<file path="config.mk">
export PLATFORM = sky130hd
export DESIGN_NAME = brx_unit
export DESIGN_NICKNAME = d
export VERILOG_FILES = /design/src/rtl/brx_pkg.sv /design/src/rtl/brx_bitrev.sv /design/src/rtl/brx_byteperm.sv /design/src/rtl/brx_lzcount.sv /design/src/rtl/brx_unit.sv
export SDC_FILE = /design/constraint.sdc
export NUM_CORES = 1
export LEC_CHECK = 0
export BUFFER_PORTS_ARGS = -buffer_cell sky130_fd_sc_hd__buf_2
export CAP_MARGIN = 5
export CORE_ASPECT_RATIO = 0.9
export CORE_UTILIZATION = 55
export CTS_CLUSTER_DIAMETER = 80
export DETAILED_ROUTE_END_ITERATION = 10
export PLACE_DENSITY = 0.79
export SYNTH_ARGS = -nofsm -noshare
export SYNTH_HDL_FRONTEND = slang
export SYNTH_SLANG_ARGS = --single-unit
</file>
<file path="constraint.sdc">
create_clock -name clk -period 5.85 [get_ports clk]
set_clock_uncertainty 0.15 [all_clocks]
set_input_delay 1.755 -clock clk [delete_from_list [all_inputs] [get_ports clk]]
set_output_delay 1.755 -clock clk [all_outputs]
set_load 0.02 [all_outputs]
</file>
<file path="src/rtl/brx_pkg.sv">
package brx_pkg;
  localparam int unsigned BRX_DATA_W = 64;
  localparam int unsigned BRX_LANE_W = 8;

  typedef enum logic [2:0] {
    OP_MIRROR    = 3'd0,
    OP_SWAP_HALF = 3'd1,
    OP_SWAP_WORD = 3'd2,
    OP_SWAP_ALL  = 3'd3,
    OP_LZC       = 3'd4,
    OP_LSC       = 3'd5,
    OP_RSV6      = 3'd6,
    OP_RSV7      = 3'd7
  } brx_op_e;
endpackage

</file>
<file path="src/rtl/brx_bitrev.sv">
module brx_bitrev #(
  parameter int unsigned W = 64
) (
  input  logic [W-1:0] din,
  output logic [W-1:0] dout
);
  for (genvar i = 0; i < W; i++) begin : g_mirror
    assign dout[i] = din[W-1-i];
  end
endmodule

</file>
<file path="src/rtl/brx_byteperm.sv">
module brx_byteperm #(
  parameter int unsigned W    = 64,
  parameter int unsigned LANE = 8,
  localparam int unsigned NB   = W / LANE,
  localparam int unsigned SELW = (NB > 1) ? $clog2(NB) : 1
) (
  input  logic [W-1:0]    din,
  input  logic [SELW-1:0] xor_mask,
  output logic [W-1:0]    dout
);
  for (genvar j = 0; j < NB; j++) begin : g_lane
    logic [SELW-1:0] src;
    assign src = SELW'(j) ^ xor_mask;
    assign dout[j*LANE +: LANE] = din[src*LANE +: LANE];
  end
endmodule

</file>
<file path="src/rtl/brx_lzcount.sv">
module brx_lzcount #(
  parameter int unsigned W  = 64,
  localparam int unsigned CW = $clog2(W + 1)
) (
  input  logic [W-1:0]  din,
  output logic [CW-1:0] count
);
  always_comb begin
    logic found;
    found = 1'b0;
    count = CW'(W);
    for (int i = W - 1; i >= 0; i--) begin
      if (!found && din[i]) begin
        count = CW'(W - 1 - i);
        found = 1'b1;
      end
    end
  end
endmodule

</file>
<file path="src/rtl/brx_unit.sv">
module brx_unit
  import brx_pkg::*;
#(
  parameter int unsigned DATA_W = BRX_DATA_W,
  parameter int unsigned LANE_W = BRX_LANE_W
) (
  input  logic              clk,
  input  logic              rst,
  input  logic [DATA_W-1:0] operand_i,
  input  logic [2:0]        opsel_i,
  input  logic              wide_i,
  output logic [DATA_W-1:0] result_o
);
  localparam int unsigned HALF_W = DATA_W / 2;
  localparam int unsigned NB     = DATA_W / LANE_W;
  localparam int unsigned SELW   = $clog2(NB);
  localparam int unsigned CW     = $clog2(DATA_W + 1);
  localparam logic [SELW-1:0] MASK_HALF   = SELW'(1);
  localparam logic [SELW-1:0] MASK_WORD   = SELW'((HALF_W / LANE_W) - 1);
  localparam logic [SELW-1:0] MASK_ALL    = SELW'(NB - 1);

  brx_op_e op;
  assign op = brx_op_e'(opsel_i);

  logic [DATA_W-1:0] perm_src, mirror_src, mirror_out, perm_out;
  logic [DATA_W-1:0] signfix, count_src, next_result;
  logic [SELW-1:0]   perm_mask;
  logic [CW-1:0]     lead_cnt;
  logic              top_bit;

  always_comb begin
    perm_src   = wide_i ? operand_i : {{HALF_W{1'b0}}, operand_i[HALF_W-1:0]};
    mirror_src = wide_i ? operand_i : {operand_i[HALF_W-1:0], {HALF_W{1'b0}}};
    unique case (op)
      OP_SWAP_HALF: perm_mask = MASK_HALF;
      OP_SWAP_WORD: perm_mask = MASK_WORD;
      OP_SWAP_ALL:  perm_mask = wide_i ? MASK_ALL : MASK_WORD;
      default:      perm_mask = '0;
    endcase
    top_bit   = wide_i ? operand_i[DATA_W-1] : operand_i[HALF_W-1];
    signfix   = (op == OP_LSC && top_bit) ? ~operand_i : operand_i;
    count_src = wide_i ? signfix : {signfix[HALF_W-1:0], {HALF_W{1'b1}}};
  end

  brx_bitrev #(.W(DATA_W)) u_mirror (
    .din  (mirror_src),
    .dout (mirror_out)
  );

  brx_byteperm #(.W(DATA_W), .LANE(LANE_W)) u_perm (
    .din      (perm_src),
    .xor_mask (perm_mask),
    .dout     (perm_out)
  );

  brx_lzcount #(.W(DATA_W)) u_lzc (
    .din   (count_src),
    .count (lead_cnt)
  );

  always_comb begin
    unique case (op)
      OP_MIRROR:    next_result = mirror_out;
      OP_SWAP_HALF,
      OP_SWAP_WORD,
      OP_SWAP_ALL:  next_result = perm_out;
      OP_LZC:       next_result = DATA_W'(lead_cnt);
      OP_LSC:       next_result = DATA_W'(lead_cnt - CW'(1));
      default:      next_result = '0;
    endcase
  end

  always_ff @(posedge clk) begin
    if (rst) result_o <= '0;
    else     result_o <= next_result;
  end

  AST_RESET_CLEAR: assert property (@(posedge clk) rst |=> result_o == '0);
  AST_NARROW_HIGH_ZERO: assert property (@(posedge clk) disable iff (rst)
    !wide_i |=> result_o[DATA_W-1:HALF_W] == '0);
  AST_RSV_ZERO: assert property (@(posedge clk) disable iff (rst)
    (opsel_i == 3'd6 || opsel_i == 3'd7) |=> result_o == '0);
  AST_LZC_ALLZERO: assert property (@(posedge clk) disable iff (rst)
    (opsel_i == 3'd4 && wide_i && operand_i == '0) |=> result_o == DATA_W'(DATA_W));
  AST_LZC_BOUND: assert property (@(posedge clk) disable iff (rst)
    (opsel_i == 3'd4 && !wide_i) |=> result_o <= DATA_W'(HALF_W));
  AST_LSC_BOUND: assert property (@(posedge clk) disable iff (rst)
    (opsel_i == 3'd5) |=> result_o < DATA_W'(DATA_W));
  AST_MIRROR_ONES: assert property (@(posedge clk) disable iff (rst)
    (opsel_i == 3'd0 && wide_i) |=> $countones(result_o) == $countones($past(operand_i)));
  AST_SWAP_ONES: assert property (@(posedge clk) disable iff (rst)
    (opsel_i == 3'd3 && wide_i) |=> $countones(result_o) == $countones($past(operand_i)));
endmodule

</file>
* Yosys cells after proc, flatten, opt, wreduce, memory -nomap -nowiden
Index checks and enable logic that the tools add are counted.
Word-level totals: input port bits 70, word-level logic and storage cells 287, output and inout port bits 64, register bits 64
Operators by class: multiplexer cells 135, equality and inequality tests 5, reduce and logical (&&, ||, !) cells 129, add/sub/neg operators 1, shift-type cells 8, bitwise operators 8
Operators by type and width (count):
- $shiftx A64 B7 Y8 | 8
- $mux W7 | 64
- $mux W64 | 4
- $pmux W64 S4 | 1
- $logic_and A1 B1 Y1 | 64
- $mux W1 | 64
- $not A64 Y64 | 1
- $logic_not A1 Y1 | 63
- $pmux W3 S3 | 1
- $sub A7 B1 Y8 const B | 1
- $eq A3 B2 Y1 const B | 2
- $eq A3 B3 Y1 const B | 2
- $not A2 Y2 | 3
- $eq A3 B1 Y1 const B | 1
- $logic_not A3 Y1 | 1
- $mux W3 | 1
- $not A1 Y1 | 3
- $not A3 Y3 | 1
- $reduce_or A3 Y1 | 1

* Logic depth before layout (Yosys ltp)
depth in word-level cells 196, gate-level depth with buffers 19, mapped depth without buffers 13

* Cells and area by module
Synthesis repeated with hierarchy kept, for this count alone.
Second synthesis, totals: cells, all modules 976, area, all modules 8494.4 um^2
Modules (own cells, without submodules):
- brx_unit | cells an instance 598, instances 1, sequential area each 1281.2 um^2, area an instance 4506.8 um^2
- brx_byteperm | cells an instance 149, instances 1, sequential area each 0.0 um^2, area an instance 2521.2 um^2
- brx_lzcount | cells an instance 165, instances 1, sequential area each 0.0 um^2, area an instance 985.9 um^2
- brx_bitrev | cells an instance 64, instances 1, sequential area each 0.0 um^2, area an instance 480.5 um^2

* Least setup slack after synthesis
OpenSTA, ideal clock, no wires.
path kind input port to flip-flop, from in wide_i, to reg result_o[6], data required time 5.575 ns, buffers on the path 4, setup time 0.125 ns, stages on the path 16, setup slack 0.785 ns, data arrival time 4.790 ns, cell sequence buf_6 buf_12 mux2_2 nand2_1 clkbuf_1 clkbuf_1 a21oi_1 a221oi_1 a2bb2oi_1 nand3_1 a41oi_1 ha_1 o2111ai_1 nor4_1 xor2_1 o2bb2ai_1
Between the ends: cells in the longest elaborated chain, start to end 196, elaborated cells between the ends (all ways) 264, those cells by class add/sub: 1; shift: 1; mux: 135; reduce/logical: 127
RTL lines:
- start: declaration | RTL line brx_unit.sv:11 | input logic wide_i,
- $mux W1 | RTL line brx_unit.sv:40 | top_bit = wide_i ? operand_i[DATA_W-1] : operand_i[HALF_W-1];
- $logic_and A1 B1 Y1 | RTL line brx_unit.sv:41 | signfix = (op == OP_LSC && top_bit) ? ~operand_i : operand_i;
- $mux W64 | RTL line brx_unit.sv:41
- $mux W64 | RTL line brx_unit.sv:42 | count_src = wide_i ? signfix : {signfix[HALF_W-1:0], {HALF_W{1'b1}}};
- $mux W1 | RTL line brx_lzcount.sv:13 | if (!found && din[i]) begin
- $logic_not A1 Y1 | RTL line brx_lzcount.sv:13
- $logic_and A1 B1 Y1 | RTL line brx_lzcount.sv:13
- $mux W1 | RTL line brx_lzcount.sv:13
- [... 180 more ...]
- $logic_not A1 Y1 | RTL line brx_lzcount.sv:13
- $logic_and A1 B1 Y1 | RTL line brx_lzcount.sv:13
- $mux W1 | RTL line brx_lzcount.sv:13
- $logic_not A1 Y1 | RTL line brx_lzcount.sv:13
- $logic_and A1 B1 Y1 | RTL line brx_lzcount.sv:13
- $mux W7 | RTL line brx_lzcount.sv:13
- $sub A7 B1 Y8 | RTL line brx_unit.sv:68 | OP_LSC: next_result = DATA_W'(lead_cnt - CW'(1));
- $pmux W64 S4 * | RTL line brx_unit.sv:62 | unique case (op)
- end signal: assignment | RTL line brx_unit.sv:75 | else result_o <= next_result;
- end: declaration | RTL line brx_unit.sv:12 | output logic [DATA_W-1:0] result_o
Mark *: on every way between the ends. The rest lies on a longest branch, timed or not. A chain may end at the register's enable or synchronous reset.

* Worst setup path after layout
Same ends and word-level chain as after synthesis.

==> metrics.md <==
| Metric | Value |
|---|---|
| Status | `complete, no violations` |
| Seq cells post-synth | `between 60 and 70` |
| Post-Synthesis Cells | `between 1,000 and 1,500` |
| Critical path, cell by cell | `buf_4 > mux2_2 > nand2_1 > buf_4 > buf_4 > a211oi_1 > a22oi_1 > o22ai_1 > o21ai_1 > o2111ai_1 > nor2_1 > ha_1 > o2111ai_1 > nor4_1 > xor2_1 > o2bb2ai_1` |
| EDFF count, synth | `0` |
| CTS H-tree depth | `3` |
| Peak supply drop | `0.194 mV` |
| Share of cells above drive strength 1 | `approximately a quarter` |
| Max reg flops | `64` |
| Area contributors post-synth | `dfxtp_1 (18%), nand2_1 (6.9%), a21oi_1 (6.7%)` |
| FF+latch area | `0.00128 mm2` |
| CP Data Required Time | `roughly 6000 ps` |
| Antenna violations before repair | `0` |
| Worst hold path type | `primary input to register` |
| Area leader, netlist | `dfxtp_1` |
| Final Slew Violations | `0` |
| Synth unique cells | `86` |
| Detailed Routing Iterations Pass 1 | `8` |
| Die area | `roughly 0.013 mm2` |
| Num CTS Buffers | `9` |
| Clock tree sinks | `64` |
| Max-cap viol count | `0` |
| Final period util | `91.9%` |
| Final setup viols | `0` |
| Tmin final | `between 5000 and 6000 ps` |
| Final core utilization | `around 65%` |
| Remaining antenna violation count after routing | `0` |
| Synthesized cell area | `around 0.007 mm2` |
| Worst hold margin | `approximately 1500 ps` |
| Busiest layer in global routing | `met2` |
| Static Leakage | `3.42 nW` |
| Most frequent CP cell | `buf_4` |
| Post-synth top area share | `18.0%` |
| Grt total ovfl | `0` |
| CP max-delay cell | `mux2_2` |
| Syn Nets | `around 1,100` |
| Synth Warn # | `0` |
| Rel. slew slack | `between 40 and 50%` |
| RD Place Congestion | `around 1.1` |
| Largest reg by FF count | `result_o` |
| Final instance area | `between 0.008 and 0.009 mm2` |
| WS Path Type | `primary input to register` |
| Die Span X | `roughly 120 um` |
| Die height | `roughly 110 um` |
| Largest net degree at the start of global routing | `55` |
| M1 GR Usage | `62.1%` |
| Pwr Total | `roughly 1.7 mW` |
| Dpl hpwl | `approximately 23 mm` |
| IO Port Bufs | `133` |
| Avg Synthesized Cell Area | `between 6 and 7 um2` |
| P per Cell Area | `approximately 200 mW/mm2` |
| Avg Vias per Cell | `7.11` |
| DRC | `0` |
| Drt first-iter violations | `1,446` |
| Nets | `between 1,000 and 1,500` |
| DP Area | `0.00792 mm2` |
| Layout area overhead | `16.2%` |
| Number of gates resized after CTS | `0` |
| DRT Wirelength | `31.7 mm` |
| Setup repair after global routing missed its margin | `false` |
| Initial Utilization | `56.3%` |
| Setup bufs post-CTS | `0` |
| GR Util All Layers | `a little under half` |
| Final hold vios | `0` |
| # rows | `39` |
| CTS root buf | `clkbuf_16` |
| Fillers | `1,124` |
| WP data arrival | `5500 ps` |
| Core footprint | `0.0126 mm2` |
| Post-synthesis sequential area ratio | `18.0%` |
| Vias in the first global route | `between 7,000 and 8,000` |
| Area of the multi-input gates | `0.00531 mm2` |
| TNS Setup | `0 ps` |
| Deepest clock path buffer count | `2` |
| CTS tree | `built` |
| Global-route track usage on met3 | `between 10% and 20%` |
| Crit path largest cell delay | `roughly 500 ps` |
| Commonest non-fill, non-tap cell in the layout | `buf_2` |
| Biggest regs | `result_o x64` |
| Max FO, Critical Path | `37` |
| Ant diodes | `0` |
| DR WL/cell | `~25 um` |
| Most frequent cells in the layout | `buf_2 (132), nand2_1 (129), nor2_1 (111), a21oi_1 (95), dfxtp_1 (64)` |
| CTS clk-pin slew, worst paths | `about 60 ps` |
| M2 GR Usage | `about two thirds` |
| Startpoint types | `primary input` |
| Via count | `9,049` |
| Fmax | `~190 MHz` |
| Hold_buf cts | `0` |
| Synth Flop Type | `dfxtp_1` |
| Async SR Flop Fraction | `0%` |
| Io pins | `between 100 and 150` |
| Tightest Pin Transition | `slightly above 800 ps` |
| CP endpoint kind | `register` |
| First-pass GRT wire length | `~47 mm` |
==> cell type report <==
cell class | instances | area share [%]
Multi-Input combinational cell | 832 | 64.2
Sequential cell | 64 | 15.5
Timing Repair Buffer | 187 | 13.1
Clock buffer | 10 | 2.89
Tap cell | 164 | 2.48
Clock inverter | 6 | 1.39
Inverter | 9 | 0.408
==> where the power goes <==
group | internal [mW] | total [mW] | switching (mW)
combinational | 0.187 | 0.557 | 0.370
clock | 0.430 | 0.635 | 0.205
sequential | 0.456 | 0.461 | 0.00540
total | 1.07 | 1.65 | 0.581
==> final timing paths <==
| kind | from | endpoint | depth (start not counted) |
|---|---|---|---|
| worst max-delay path | wide_i | result_o[6]$_SDFF_PP0_ | 16 |
| worst min-delay path | rst | result_o[2]$_SDFF_PP0_ | 2 |
==> cells in the mapped netlist, types with 5 or more instances <==
| cell type | count |
|---|---|
| o22ai_1 | 8 |
| nand2_1 | 130 |
| a31oi_1 | 14 |
| mux2i_1 | 40 |
| a211oi_1 | 28 |
| nand2b_1 | 10 |
| a221oi_1 | 6 |
| nor2_1 | 113 |
| a21oi_1 | 95 |
| dfxtp_1 | 64 |
| nor3_1 | 35 |
| nand3_1 | 42 |
| o21ai_0 | 55 |
| a22oi_1 | 16 |
| nor3b_1 | 5 |
| a311oi_1 | 15 |
| a22o_1 | 6 |
| nor2b_1 | 10 |
| mux2_2 | 30 |
| nor4_1 | 11 |
| buf_1 | 14 |
| inv_1 | 9 |
| nand3b_1 | 5 |
| buf_2 | 9 |
| o2111ai_1 | 6 |
| or3_1 | 7 |
| clkbuf_1 | 84 |
| o211ai_1 | 13 |
| and3_1 | 18 |
| a2111oi_0 | 6 |
| mux4_2 | 9 |
==> through the flow <==
stage / cells / setup WS (ps)
after global placement: 1256 / 274
after floorplan: 1019 / 785
after CTS: 1272 / 583
after detailed placement: 1256 / 234
final: 1272 / 475
after global routing: 1272 / 254
==> layer usage <==
metal | vias to the layer above | share of wire [%] | routed length, um
met1 | 4129 | 39 | 12200
met3 | 171 | 16 | 5080
met5 | - | 0 | 0
met2 | 781 | 40 | 12600
met4 | 0 | 5.7 | 1810
li1 | 3968 | - | -
==> worst max-delay path, delay by kind of cell <==
family | cells | cell delay, ps
adder cells (fa/ha/maj) | 1 | 190
multiplexers | 1 | 500
AO/OA/AOI/OAI | 7 | 1370
XOR/XNOR | 1 | 180
AND/OR/NAND/NOR | 3 | 650
buffers and inverters | 3 | 820
==> cell families after synthesis <==
| group | after synthesis | share of synthesized area [%] |
|---|---|---|
| XOR/XNOR | 6 | 0.738 |
| flip-flops | 64 | 18.0 |
| AND/OR/NAND/NOR | 420 | 28.8 |
| adder cells (fa/ha/maj) | 1 | 0.176 |
| AO/OA/AOI/OAI | 322 | 30.7 |
| multiplexers | 83 | 14.0 |
| buffers and inverters | 123 | 7.59 |
(Power assumes the default switching activity.)
